==> src/rtl/rls_pkg.sv <==
package rls_pkg;
    localparam int ST_HOST_BIT = 0;
    localparam int ST_PEER_BIT = 1;
    localparam int ST_ERR_BIT  = 2;
    localparam int ST_USED     = 3;

    typedef struct packed {
        logic host;
        logic err;
        logic evt;
    } ctrl_state_t;
endpackage

==> src/rtl/rls_sync.sv <==
module rls_sync #(
    parameter int STAGES = 2
) (
    input  logic clk,
    input  logic rst_n,
    input  logic async_i,
    output logic lvl_o,
    output logic rise_o,
    output logic fall_o
);
    localparam int LAST = STAGES - 1;

    // bits [STAGES-1:0] form the chain, bit STAGES holds the previous level
    logic [STAGES:0] shift_d, shift_q;

    generate
        for (genvar i = 0; i < STAGES; i++) begin : g_stage
            if (i == 0) begin : g_first
                assign shift_d[0] = async_i;
            end else begin : g_next
                assign shift_d[i] = shift_q[i-1];
            end
        end
    endgenerate
    assign shift_d[STAGES] = shift_q[LAST];

    always_ff @(posedge clk) begin
        if (!rst_n) shift_q <= '0;
        else        shift_q <= shift_d;
    end

    assign lvl_o  = shift_q[LAST];
    assign rise_o = shift_q[LAST] & ~shift_q[STAGES];
    assign fall_o = ~shift_q[LAST] & shift_q[STAGES];
endmodule

==> src/rtl/rls_ctrl.sv <==
module rls_ctrl
    import rls_pkg::*;
(
    input  logic clk,
    input  logic rst_n,
    input  logic cmd_host_set,
    input  logic cmd_host_clr,
    input  logic cmd_err_clr,
    input  logic peer_lvl,
    input  logic peer_rise,
    input  logic peer_fall,
    output logic host_rdy,
    output logic line_err,
    output logic peer_evt,
    output logic xfer_en
);
    ctrl_state_t st_d, st_q;

    always_comb begin
        st_d     = st_q;
        st_d.evt = peer_rise | peer_fall;
        if (cmd_host_set) st_d.host = 1'b1;
        if (cmd_host_clr) st_d.host = 1'b0;
        if (cmd_err_clr && peer_lvl) st_d.err = 1'b0;
        if (peer_fall) st_d.err = 1'b1;
    end

    always_ff @(posedge clk) begin
        if (!rst_n) st_q <= '0;
        else        st_q <= st_d;
    end

    assign host_rdy = st_q.host;
    assign line_err = st_q.err;
    assign peer_evt = st_q.evt;
    assign xfer_en  = st_q.host & peer_lvl & ~st_q.err;

    p_host_set_r2: assert property (@(posedge clk) disable iff (!rst_n)
        (cmd_host_set && !cmd_host_clr) |=> host_rdy);
    p_host_clr_r2: assert property (@(posedge clk) disable iff (!rst_n)
        cmd_host_clr |=> !host_rdy);
    p_err_fall_r4: assert property (@(posedge clk) disable iff (!rst_n)
        peer_fall |=> line_err);
    p_err_sticky_r5: assert property (@(posedge clk) disable iff (!rst_n)
        (line_err && !(cmd_err_clr && peer_lvl)) |=> line_err);
    p_clr_needs_peer_r6: assert property (@(posedge clk) disable iff (!rst_n)
        (line_err && cmd_err_clr && !peer_lvl) |=> line_err);
endmodule

==> src/rtl/rls_snap.sv <==
module rls_snap
    import rls_pkg::*;
#(
    parameter int STAT_W = 8
) (
    input  logic              clk,
    input  logic              rst_n,
    input  logic              req,
    input  logic              host_rdy,
    input  logic              peer_lvl,
    input  logic              line_err,
    output logic [STAT_W-1:0] word_o,
    output logic              vld_o
);
    logic [STAT_W-1:0] word_d, word_q;
    logic              vld_d, vld_q;

    always_comb begin
        word_d = word_q;
        vld_d  = req;
        if (req) begin
            word_d              = '0;
            word_d[ST_HOST_BIT] = host_rdy;
            word_d[ST_PEER_BIT] = peer_lvl;
            word_d[ST_ERR_BIT]  = line_err;
        end
    end

    always_ff @(posedge clk) begin
        if (!rst_n) begin
            word_q <= '0;
            vld_q  <= 1'b0;
        end else begin
            word_q <= word_d;
            vld_q  <= vld_d;
        end
    end

    assign word_o = word_q;
    assign vld_o  = vld_q;

    p_stat_hold_r8: assert property (@(posedge clk) disable iff (!rst_n)
        !req |=> $stable(word_o));
    p_vld_follows_r8: assert property (@(posedge clk) disable iff (!rst_n)
        req |=> vld_o);
endmodule

==> src/rtl/ready_line_supervisor.sv <==
module ready_line_supervisor
    import rls_pkg::*;
#(
    parameter int SYNC_STAGES = 2,
    parameter int STAT_W      = 8
) (
    input  logic              clk,
    input  logic              rst_n,
    input  logic              cmd_host_set,
    input  logic              cmd_host_clr,
    input  logic              cmd_err_clr,
    input  logic              cmd_stat_req,
    input  logic              peer_rdy_i,
    output logic              host_rdy_o,
    output logic              line_err_o,
    output logic              xfer_en_o,
    output logic              peer_evt_o,
    output logic [STAT_W-1:0] stat_word_o,
    output logic              stat_vld_o
);
    logic peer_lvl, peer_rise, peer_fall;

    rls_sync #(.STAGES(SYNC_STAGES)) u_sync (
        .clk    (clk),
        .rst_n  (rst_n),
        .async_i(peer_rdy_i),
        .lvl_o  (peer_lvl),
        .rise_o (peer_rise),
        .fall_o (peer_fall)
    );

    rls_ctrl u_ctrl (
        .clk         (clk),
        .rst_n       (rst_n),
        .cmd_host_set(cmd_host_set),
        .cmd_host_clr(cmd_host_clr),
        .cmd_err_clr (cmd_err_clr),
        .peer_lvl    (peer_lvl),
        .peer_rise   (peer_rise),
        .peer_fall   (peer_fall),
        .host_rdy    (host_rdy_o),
        .line_err    (line_err_o),
        .peer_evt    (peer_evt_o),
        .xfer_en     (xfer_en_o)
    );

    rls_snap #(.STAT_W(STAT_W)) u_snap (
        .clk     (clk),
        .rst_n   (rst_n),
        .req     (cmd_stat_req),
        .host_rdy(host_rdy_o),
        .peer_lvl(peer_lvl),
        .line_err(line_err_o),
        .word_o  (stat_word_o),
        .vld_o   (stat_vld_o)
    );

    p_xfer_gate_r7: assert property (@(posedge clk) disable iff (!rst_n)
        (line_err_o || !host_rdy_o) |-> !xfer_en_o);
endmodule

==> config.mk <==
export PLATFORM = sky130hd
export DESIGN_NAME = ready_line_supervisor
export DESIGN_NICKNAME = d
export VERILOG_FILES = /design/src/rtl/rls_pkg.sv /design/src/rtl/rls_sync.sv /design/src/rtl/rls_ctrl.sv /design/src/rtl/rls_snap.sv /design/src/rtl/ready_line_supervisor.sv
export SDC_FILE = /design/constraint.sdc
export NUM_CORES = 1
export LEC_CHECK = 0
export CORE_AREA = 2 2 39 41
export CTS_BUF_LIST = sky130_fd_sc_hd__clkbuf_2 sky130_fd_sc_hd__clkbuf_4 sky130_fd_sc_hd__clkbuf_8
export DETAILED_ROUTE_END_ITERATION = 12
export DIE_AREA = 0 0 41 43
export SYNTH_ARGS = -nofsm -noshare
export SYNTH_HDL_FRONTEND = slang
export SYNTH_SLANG_ARGS = --single-unit
==> constraint.sdc <==
create_clock -name clk -period 2.4 [get_ports clk]
set_input_delay 0.36 -clock clk [delete_from_list [all_inputs] [get_ports clk]]
set_output_delay 0.36 -clock clk [all_outputs]
set_load 0.05 [all_outputs]
Word-level counts from Yosys, hierarchy flattened
Index checks and enable logic that the tools add are counted.
Widths: inputs -> output; s select.
{"block": "op_classes", "shift": 0, "muxes": 2, "order_cmp": 0, "eq_ne": 0, "div_mod_pow": 0, "bitwise": 9, "n_reduce_logical": 3, "add_sub_neg": 0, "n_mul": 0}
{"op": "$and 1x1->1", "n": 4}
{"op": "$not 1->1", "n": 4}
{"op": "$mux 1", "n": 2}
{"op": "$reduce_bool 2->1", "n": 1}
{"op": "$reduce_or 2->1", "n": 1}
{"op": "$logic_and 1x1->1", "n": 1}
{"op": "$or 1x1->1", "n": 1}
{"block": "word_totals", "inputBits": 7, "ff_bits": 10, "mem_count": 0, "ramBits": 0, "latch_bits": 0, "rom_bits": 0}

Depth between registers and ports, before layout
Gate-level depths: netlist (run 1).
{"block": "logic_depth", "word_depth": 3, "mapped_depth": 4, "ltp_nobuf": 4}

By module
Synthesis (run 1) repeated with hierarchy kept, for this count alone.
{"block": "hier_totals", "hier_cells": 36, "area_unflattened_um2": 375.4}
{"mod": "rls_snap", "area_each_um2": 177.7, "n_inst": 1, "cells_each": 17}
{"mod": "rls_ctrl", "area_each_um2": 106.4, "n_inst": 1, "cells_each": 11}
{"mod": "rls_sync", "area_each_um2": 91.3, "n_inst": 1, "cells_each": 8}

Worst setup path before layout (run 1)
OpenSTA, ideal clock, no wires.
{"block": "synth_timing", "path_kind": "register to output", "start": "reg u_ctrl.st_q (netlist bit u_ctrl.host_rdy)", "end": "out xfer_en_o", "n_path_buf": 0, "stages_incl_launch_ff": 3, "arrival_time_ns": 1.398, "path_slack_ns": 0.642, "cell_sequence": "dfxtp_1 -> nand2_1 -> nor2_1"}
{"block": "synth_via", "elab_chain_cells": 2}
{"item": "start: declaration", "line_no": "rls_ctrl.sv:17", "text": "ctrl_state_t st_d, st_q;"}
{"item": "start signal: assignment", "line_no": "rls_ctrl.sv:30", "text": "else st_q <= st_d;"}
{"item": "$and 1x1->1 (2 in a row)", "line_no": "rls_ctrl.sv:36", "text": "assign xfer_en = st_q.host & peer_lvl & ~st_q.err;"}
{"item": "end: declaration", "line_no": "ready_line_supervisor.sv:16", "text": "output logic xfer_en_o,"}
Every way passes these cells.

Worst setup path in the final report (run 1)
{"block": "layout_timing", "start": "reg u_sync.shift_q[1]", "end": "out xfer_en_o"}
{"block": "layout_via", "elab_chain_cells": 2}
{"item": "start: declaration", "line_no": "rls_sync.sv:14", "text": "logic [STAGES:0] shift_d, shift_q;"}
{"item": "start signal: assignment", "line_no": "rls_sync.sv:29", "text": "else shift_q <= shift_d;"}
{"item": "$and 1x1->1 (2 in a row)", "line_no": "rls_ctrl.sv:36"}
Every way passes these cells.

==> qor.txt, run 1 <==
outcome - completed
Setup CP Type - flip-flop to output pin
R2R setup slack - 1.47 ns
# port buffers - 14
Worst EP required - 2.04 ns
Worst-Skew Late Latency - 0.26 ns
DR pass1 iterations - 2
pwr dens - 678 mW/mm^2
core box area - 0.00138 mm^2
worst rel slew slack - 66.8%
yosys warns - 0
IO Count - 20
clk sinks - 10
CTS Buf Count - 3
wire per inst - 8.40 um
VDD IR max - 0.440 mV
H-Tree Depth - 1
Max Freq - 504 MHz
DRT Wirelength - 588 um
startpoint types - flip-flop
synthesis-to-layout area growth - 43.7%
Post-Synthesis Cells - 38
min cycle time layout - 1.98 ns
DRT iter0 DRCs - 1
Final TNS setup - 0 ns
Post-CTS Setup Inserts - 0
Clock Tree Root - clkbuf_4
die width - 41 um
largest net degree at the start of global routing - 12
average size of a mapped cell - 10.2 um^2
Final Slew Violations - 0
Total GRT Usage - 8.68%
GRT Residual Overflow - 0
crit share post-route - 82.6%
Synth Cell Area - 389 um^2
Via density - 4.01
Comb pwr share - 15.4%
Via Count - 281
DRC - 0
final setup vio count - 0
CTS Buffer Depth - 2
Clock power frac - 38.6%
CP max FO - 5
placed insts - 66
Clk pin slew, worst setup/hold paths - 0.06 ns
Antenna Nets Post-Route - 0
first-pass GRT wire length - 903 um
Sw Share - 25.1%
Pint - 0.284 mW
post-cts resize count - 0
leakage power - 0.232 nW
share of layout cells above drive strength 1 - 9.26%
Yosys reg bits - 10
Row Count - 14
hold buffers post-CTS - 0
# fillers - 141
Seq pwr share - 46.0%
worst hold-check path type - flip-flop to flip-flop
switching power - 0.0953 mW
Seq/Total Area, Yosys - 51.4%
RD Place Congestion - 0.707
Slew @ Worst Pin - 0.496 ns
Final Skew - 0.000546 ns
final net count - 63
Antenna Diode Count - 0
Die ar. - 0.00176 mm^2
CP arrival - 1.62 ns
CTS tree - done
post-synth cell types - 13
final hold violations - 0
CP Capture Type - output pin
RSZ-0062 raised after global routing - false
maxcap violations - 0
Initial Util - 28.1%
die height - 43 um
vias in the first global route - 229
initial antenna violation count - 0
Final Instance Count excl. Fillers - 70
[path summary, 6_finish.rpt]
| path | from | end | depth (start not counted) |
|---|---|---|---|
| max | u_sync.shift_q[1]$_SDFF_PN0_ | xfer_en_o | 3 |
| min | u_sync.shift_q[0]$_SDFF_PN0_ | u_sync.shift_q[1]$_SDFF_PN0_ | 1 |
| max reg2reg | u_sync.shift_q[1]$_SDFF_PN0_ | u_ctrl.line_err$_SDFFE_PN0P_ | 2 |
| min reg2reg | u_sync.shift_q[0]$_SDFF_PN0_ | u_sync.shift_q[1]$_SDFF_PN0_ | 1 |
[power groups by stage]
stage                     Clock, mW  Sequential [mW]  Combinational, mW
after floorplan                   0            0.190             0.0339
after global placement            0            0.178             0.0590
after detailed placement          0            0.178             0.0586
after CTS                     0.156            0.174             0.0588
after global routing          0.167            0.175             0.0616
final                         0.146            0.174             0.0584
[cell families after synthesis]
logic type / synth area share (%)
and+or+nand+nor: 19.9
DFF: 51.4
buffers and inverters: 11.6
muxes: 12.9
adders and majority gates: 3.21
other: 0.964
[stage by stage]
step / instance area [um^2] / setup slack [ns] / utilization (%) / hold WS, ns / total power, mW
finish: 559 / 0.417 / 40.4 / 0.433 / 0.379
CTS: 559 / 0.391 / 40.4 / 0.436 / 0.389
global route: 559 / 0.332 / 40.4 / 0.440 / 0.404
global placement: 523 / 0.721 / 37.8 / 0.417 / 0.237
detailed placement: 523 / 0.692 / 37.8 / 0.430 / 0.237
floorplan: 404 / 0.642 / - / 0.412 / 0.224
[registers in the layout, summed over array words and instances (netlist names)]
register         flops
u_ctrl.line_err      1
u_snap.vld_o         1
u_ctrl.host_rdy      1
u_sync.shift_q       3
u_ctrl.peer_evt      1
u_snap.word_o        3
[Yosys cell counts]
cell / number / area, um^2
and2_1: 3 / 18.8
and2_2: 1 / 7.51
buf_4: 5 / 37.5
clkbuf_1: 1 / 3.75
conb_1: 1 / 3.75
dfxtp_1: 10 / 200
ha_1: 1 / 12.5
inv_1: 1 / 3.75
mux2i_1: 5 / 50.1
nand2_1: 3 / 11.3
nor2_1: 2 / 7.51
nor2b_1: 4 / 25.0
nor3b_1: 1 / 7.51
[area by class of cell]
| cell class | instances | area, um^2 | share of cell area [%] |
|---|---|---|---|
| sequential | 10 | 200 | 35.8 |
| multi-input combinational | 25 | 159 | 28.4 |
| timing repair buffer | 14 | 140 | 25.1 |
| clock buffer | 4 | 36.3 | 6.49 |
| tap | 16 | 20.0 | 3.58 |
| inverter | 1 | 3.75 | 0.671 |
[per-layer routing]
metal  vias to the layer above  share of wire [%]  GRT usage, %
met2                        16                 46          9.69
met3                         2                9.9          7.85
met1                       121                 43          9.15
met4                         0                1.5          8.00
met5                         -                  0             0
li1                        142                  -             -
[worst max-delay path: stages (launching register included)]
cell and delay, ns:
dfxtp_1 0.41, nand2_1 0.07, nor2_1 0.08, clkdlybuf4s50_1 0.80
[placed cells by master (no fill, tap or decap), drive strengths merged]
cell           instances
and2                   4
clkbuf                 4
clkdlybuf4s50         14
conb                   5
dfxtp                 10
ha                     1
inv                    1
mux2i                  5
nand2                  3
nor2                   2
nor2b                  4
nor3b                  1
No activity file was read; power rests on OpenSTA's default activity.
==> run 2, diff against run 1 <==
==> constraint.sdc (replaced) <==
create_clock -name clk -period 1.59 [get_ports clk]
set_input_delay 0.2385 -clock clk [delete_from_list [all_inputs] [get_ports clk]]
set_output_delay 0.2385 -clock clk [all_outputs]
set_load 0.05 [all_outputs]
==> qor.txt, run 2 (synthesis results as in run 1) <==
GRT Residual Overflow - 0 (unchanged)
Post-CTS Setup Inserts - 0 (unchanged)
min cycle time layout - 1.29 ns
synthesis-to-layout area growth - 42.4% (was 43.7%)
Clk pin slew, worst setup/hold paths - 0.07 ns (was 0.06 ns)
final setup vio count - 0 (unchanged)
RR Endpoint - u_ctrl.peer_evt$_SDFF_PN0_ (was u_ctrl.line_err$_SDFFE_PN0P_)
vias in the first global route - 234 (was 229)
Via Count - 271 (was 281)
leading cell types in the layout, fill and taps excluded - dfxtp_1, buf_4, clkdlybuf4s50_1 (was clkdlybuf4s50_1, dfxtp_1, mux2i_1, conb_1, nor2b_1)
clk sinks - 10 (unchanged)
CP Capture Type - output pin (unchanged)
share of layout cells above drive strength 1 - 25.9% (was 9.26%)
post-layout util - 40.1% (was 40.4%)
VDD IR max - 0.322 mV (was 0.440 mV)
Via density - 3.87 (was 4.01)
core box area - 0.00138 mm^2 (unchanged)
leading cell type in the layout, fill and taps excluded - dfxtp_1 (was clkdlybuf4s50_1)
Max Freq - 776 MHz
Antenna Diode Count - 0 (unchanged)
RSZ-0062 raised after global routing - false (unchanged)
Sw Share - 26.2% (was 25.1%)
post-cts resize count - 0 (unchanged)
DRT iter0 DRCs - 4 (was 1)
Worst-Skew Late Latency - 0.26 ns (about the same)
reg2reg path depth - 3 (was 2)
Pint - 0.427 mW (was 0.284 mW)
die height - 43 um (unchanged)
leakage power - 0.250 nW (was 0.232 nW)
DR pass1 iterations - 3 (was 2)
IO Count - 20 (unchanged)
largest net degree at the start of global routing - 12 (unchanged)
CP max FO - 5 (unchanged)
# port buffers - 14 (unchanged)
first-pass GRT wire length - 979 um (was 903 um)
worst hold-check path type - flip-flop to flip-flop (unchanged)
final hold violations - 0 (unchanged)
Detailed Place HPWL - 447 um
die width - 41 um (unchanged)
startpoint types - flip-flop (unchanged)
Antenna Nets Post-Route - 0 (unchanged)
Final Slew Violations - 0 (unchanged)
pwr dens - 1050 mW/mm^2 (was 678 mW/mm^2)
final net count - 63 (unchanged)
Final Skew - 0.00102 ns (was 0.000546 ns)
hold buffers post-CTS - 0 (unchanged)
RD Place Congestion - 0.604 (was 0.707)
CTS Buf Count - 3 (unchanged)
Setup CP Type - flip-flop to output pin (unchanged)
Seq pwr share - 45.5% (was 46.0%)
outcome - completed (unchanged)
H-Tree Depth - 1 (unchanged)
switching power - 0.152 mW (was 0.0953 mW)
WHS Path Cells - 1 (unchanged)
Row Count - 14 (unchanged)
DRC - 0 (unchanged)
maxcap violations - 0 (unchanged)
wire per inst - 9.24 um (was 8.40 um)
Worst Hold Path EP - u_sync.shift_q[1]$_SDFF_PN0_ (unchanged)
Die ar. - 0.00176 mm^2 (unchanged)
fin worst setup slack - 0.301 ns (was 0.417 ns)
Worst EP required - 1.35 ns (was 2.04 ns)
Clock Tree Root - clkbuf_4 (unchanged)
CP arrival - 1.05 ns (was 1.62 ns)
Final TNS setup - 0 ns (unchanged)
Comb pwr share - 15.0% (was 15.4%)
# fillers - 146 (was 141)
pre-CTS setup slack - 0.407 ns (was 0.692 ns)
Total GRT Usage - 8.76% (was 8.68%)
CTS Buffer Depth - 2 (unchanged)
CTS tree - done (unchanged)
DRT Wirelength - 647 um (was 588 um)
R2R setup slack - 0.66 ns (was 1.47 ns)
Initial Util - 28.1% (unchanged)
initial antenna violation count - 0 (unchanged)
crit share post-route - 81.1%
Hold Startpoint - u_sync.shift_q[0]$_SDFF_PN0_ (unchanged)
Clock power frac - 39.5% (was 38.6%)
launch point of the worst reg-to-reg path - u_sync.shift_q[1]$_SDFF_PN0_ (unchanged)
run 2: power by group through the flow:
stage          clock [mW]  sequential, mW  combinational (mW)
4_1_cts             0.238           0.264              0.0876
3_3_place_gp            0           0.269              0.0867
3_5_place_dp            0           0.269              0.0867
6_report            0.229           0.264              0.0869
5_1_grt             0.251           0.264              0.0922
2_1_floorplan           0           0.287              0.0513
run 2: worst max-delay path, cell delays in order (launching register included):
cell     delay, ns
dfxtp_1       0.42
nand2_1       0.09
nor2_2        0.13
buf_12        0.15
run 2: worst max path at each step:
stage / cells past startpoint / from / slack [ns] / to
after global routing: 3 / u_sync.shift_q[1]$_SDFF_PN0_ / 0.24 / xfer_en_o
after detailed placement: 3 / cmd_stat_req / 0.41 / u_snap.word_o[0]$_SDFFE_PN0P_
after global placement: 3 / cmd_stat_req / 0.39 / u_snap.word_o[2]$_SDFFE_PN0P_
final: 3 / u_sync.shift_q[1]$_SDFF_PN0_ / 0.30 / xfer_en_o
after floorplan: 2 / u_ctrl.host_rdy$_SDFFE_PP0P_ / 0.15 / xfer_en_o
after CTS: 3 / u_sync.shift_q[1]$_SDFF_PN0_ / 0.29 / xfer_en_o
run 2: per-stage QoR:
| stage | instance area (um^2) | hold slack (ns) | power, mW | cells |
|---|---|---|---|---|
| 2_1_floorplan | 407 | 0.315 | 0.338 | 42 |
| 3_3_place_gp | 518 | 0.423 | 0.356 | 66 |
| 3_5_place_dp | 518 | 0.424 | 0.356 | 66 |
| 4_1_cts | 554 | 0.440 | 0.589 | 70 |
| 5_1_grt | 554 | 0.474 | 0.607 | 70 |
| 6_report | 554 | 0.440 | 0.579 | 70 |
run 2: layout make-up:
class	instances	area [um^2]	share of cell area, %
multi-input cells	25	161	29.1
well taps	16	20.0	3.61
repair buffers	14	133	23.9
clock buffers	4	36.3	6.55
flip-flops and latches	10	200	36.1
inverters	1	3.75	0.677
run 2: per-layer routing:
layer / vias to the layer above / part of all wire (%) / GRT usage [%]
li1: 142 / - / -
met1: 115 / 46 / 10.7
met2: 14 / 44 / 10.3
met3: 0 / 11 / 6.28
met4: 0 / 0 / 6.00
met5: - / 0 / 0
==> run 3, diff against run 2 <==
==> constraint.sdc (replaced) <==
create_clock -name clk -period 1.11 [get_ports clk]
set_input_delay 0.1665 -clock clk [delete_from_list [all_inputs] [get_ports clk]]
set_output_delay 0.1665 -clock clk [all_outputs]
set_load 0.05 [all_outputs]
==> qor.txt, run 3 (synthesis results as in run 1) <==
Detailed Place HPWL - 464 um (was 447 um)
leading cell types in the layout, fill and taps excluded - buf_12, dfxtp_1, clkdlybuf4s50_1 (was dfxtp_1, buf_4, clkdlybuf4s50_1)
largest net degree at the start of global routing - 12 (unchanged)
RR Endpoint - u_ctrl.peer_evt$_SDFF_PN0_ (unchanged)
Antenna Nets Post-Route - 0 (unchanged)
CP arrival - 0.89 ns (was 1.05 ns)
DRT iter0 DRCs - 0 (was 4)
Setup CP Type - flip-flop to output pin (unchanged)
CTS Buf Count - 3 (unchanged)
vias in the first global route - 240 (was 234)
pwr dens - 1160 mW/mm^2 (was 1050 mW/mm^2)
Worst EP required - 0.94 ns (was 1.35 ns)
launch point of the worst reg-to-reg path - u_sync.shift_q[1]$_SDFF_PN0_ (unchanged)
Clock Tree Root - clkbuf_4 (unchanged)
core box area - 0.00138 mm^2 (unchanged)
leading cell type in the layout, fill and taps excluded - buf_12 (was dfxtp_1)
WHS Path Cells - 1 (unchanged)
DR pass1 iterations - 1 (was 3)
maxcap violations - 0 (unchanged)
Worst-Skew Late Latency - 0.25 ns (was 0.26 ns)
Clk pin slew, worst setup/hold paths - 0.06 ns (was 0.07 ns)
final net count - 65 (was 63)
Initial Util - 28.1% (unchanged)
hold buffers post-CTS - 0 (unchanged)
DRC - 0 (unchanged)
first-pass GRT wire length - 1.01 mm (was 979 um)
wire per inst - 8.45 um (was 9.24 um)
die height - 43 um (unchanged)
# port buffers - 14 (unchanged)
min cycle time layout - 1.06 ns
Row Count - 14 (unchanged)
CTS Buffer Depth - 2 (unchanged)
initial antenna violation count - 0 (unchanged)
Worst Hold Path EP - u_sync.shift_q[1]$_SDFF_PN0_ (unchanged)
RSZ-0062 raised after global routing - false (unchanged)
CTS tree - done (unchanged)
H-Tree Depth - 1 (unchanged)
startpoint types - flip-flop (unchanged)
Final Skew - 0.00183 ns (was 0.00102 ns)
leakage power - 0.277 nW (was 0.250 nW)
crit share post-route - 95.1%
synthesis-to-layout area growth - 68.8% (was 42.4%)
GRT Residual Overflow - 0 (unchanged)
outcome - completed (unchanged)
Die ar. - 0.00176 mm^2 (unchanged)
final hold violations - 0 (unchanged)
Via density - 3.83 (was 3.87)
final setup vio count - 0 (unchanged)
die width - 41 um (unchanged)
# fillers - 132 (was 146)
RD Place Congestion - 0.565 (was 0.604)
clk sinks - 10 (unchanged)
Via Count - 272 (was 271)
Hold Startpoint - u_sync.shift_q[0]$_SDFF_PN0_ (unchanged)
Final TNS setup - 0 ns (unchanged)
Tot Pwr - 0.760 mW (was 0.579 mW)
Max Freq - 947 MHz
VDD IR max - 0.669 mV (was 0.322 mV)
DRT Wirelength - 600 um (was 647 um)
worst hold-check path type - flip-flop to flip-flop (unchanged)
CP Capture Type - output pin (unchanged)
share of layout cells above drive strength 1 - 34.5% (was 25.9%)
IO Count - 20 (unchanged)
Antenna Diode Count - 0 (unchanged)
CP max FO - 2 (was 5)
reg2reg path depth - 4 (was 3)
Total GRT Usage - 9.26% (was 8.76%)
Final Slew Violations - 0 (unchanged)
R2R setup slack - 0.18 ns (was 0.66 ns)
[run 3: cell types whose count changed in the layout (fill, tap and decap cells not counted), sizes merged]
cell / before / now
buf: 8 / 10
clkbuf: 4 / 3
[run 3: per-stage QoR]
stage | instances | area, um^2 | hold WS [ns] | setup slack [ns] | util (%)
final | 71 | 657 | 0.430 | 0.0542 | 47.5
after global routing | 71 | 657 | 0.467 | 0.00788 | 47.5
after CTS | 71 | 657 | 0.433 | 0.0366 | 47.5
after detailed placement | 66 | 612 | 0.419 | -0.0319 | 44.2
after global placement | 66 | 612 | 0.417 | -0.0373 | 44.2
after floorplan | 42 | 413 | 0.235 | 0.0388 | -
[run 3: how the worst max path moves through the flow]
| stage | start | to | slack (ns) | cells after the start |
|---|---|---|---|---|
| global placement | cmd_stat_req | u_snap.word_o[2]$_SDFFE_PN0P_ | -0.04 | 3 |
| global route | u_ctrl.host_rdy$_SDFFE_PP0P_ | xfer_en_o | 0.008 | 3 |
| finish | u_ctrl.host_rdy$_SDFFE_PP0P_ | xfer_en_o | 0.05 | 3 |
| detailed placement | cmd_stat_req | u_snap.word_o[0]$_SDFFE_PN0P_ | -0.03 | 3 |
| floorplan | u_ctrl.host_rdy$_SDFFE_PP0P_ | xfer_en_o | 0.04 | 2 |
| CTS | u_ctrl.host_rdy$_SDFFE_PP0P_ | xfer_en_o | 0.04 | 3 |
[run 3: final cells by class]
cell class	instances	area, um^2	area share, %
Timing Repair Buffer	16	235	35.8
Clock buffer	3	22.5	3.43
Sequential cell	10	206	31.4
Multi-Input combinational cell	25	169	25.7
Tap cell	16	20.0	3.05
Inverter	1	3.75	0.571
[run 3: timing repair]
action,in CTS,in global routing
setup buffers,2,0
resized for setup,4,0
endpoints found under the setup margin,1,0
[run 3: report_power, final]
group	leakage (nW)	switching, mW	internal (mW)
logic	0.180	0.0861	0.0649
clock network	0.0138	0.107	0.124
registers	0.0833	0.00780	0.370
[run 3: routing by layer]
metal  up-vias  share of wire, %  GRT usage, %
met5         -                 0             0
met4         0               2.3          10.0
met3         2               9.7          3.14
met2        15                48          12.5
met1       111                40          10.1
li1        144                 -             -
[run 3: critical path, stage by stage, from the launching register on]
cell and delay, ns:
dfxtp_4 0.34, nand2_2 0.06, nor2_4 0.10, buf_12 0.14
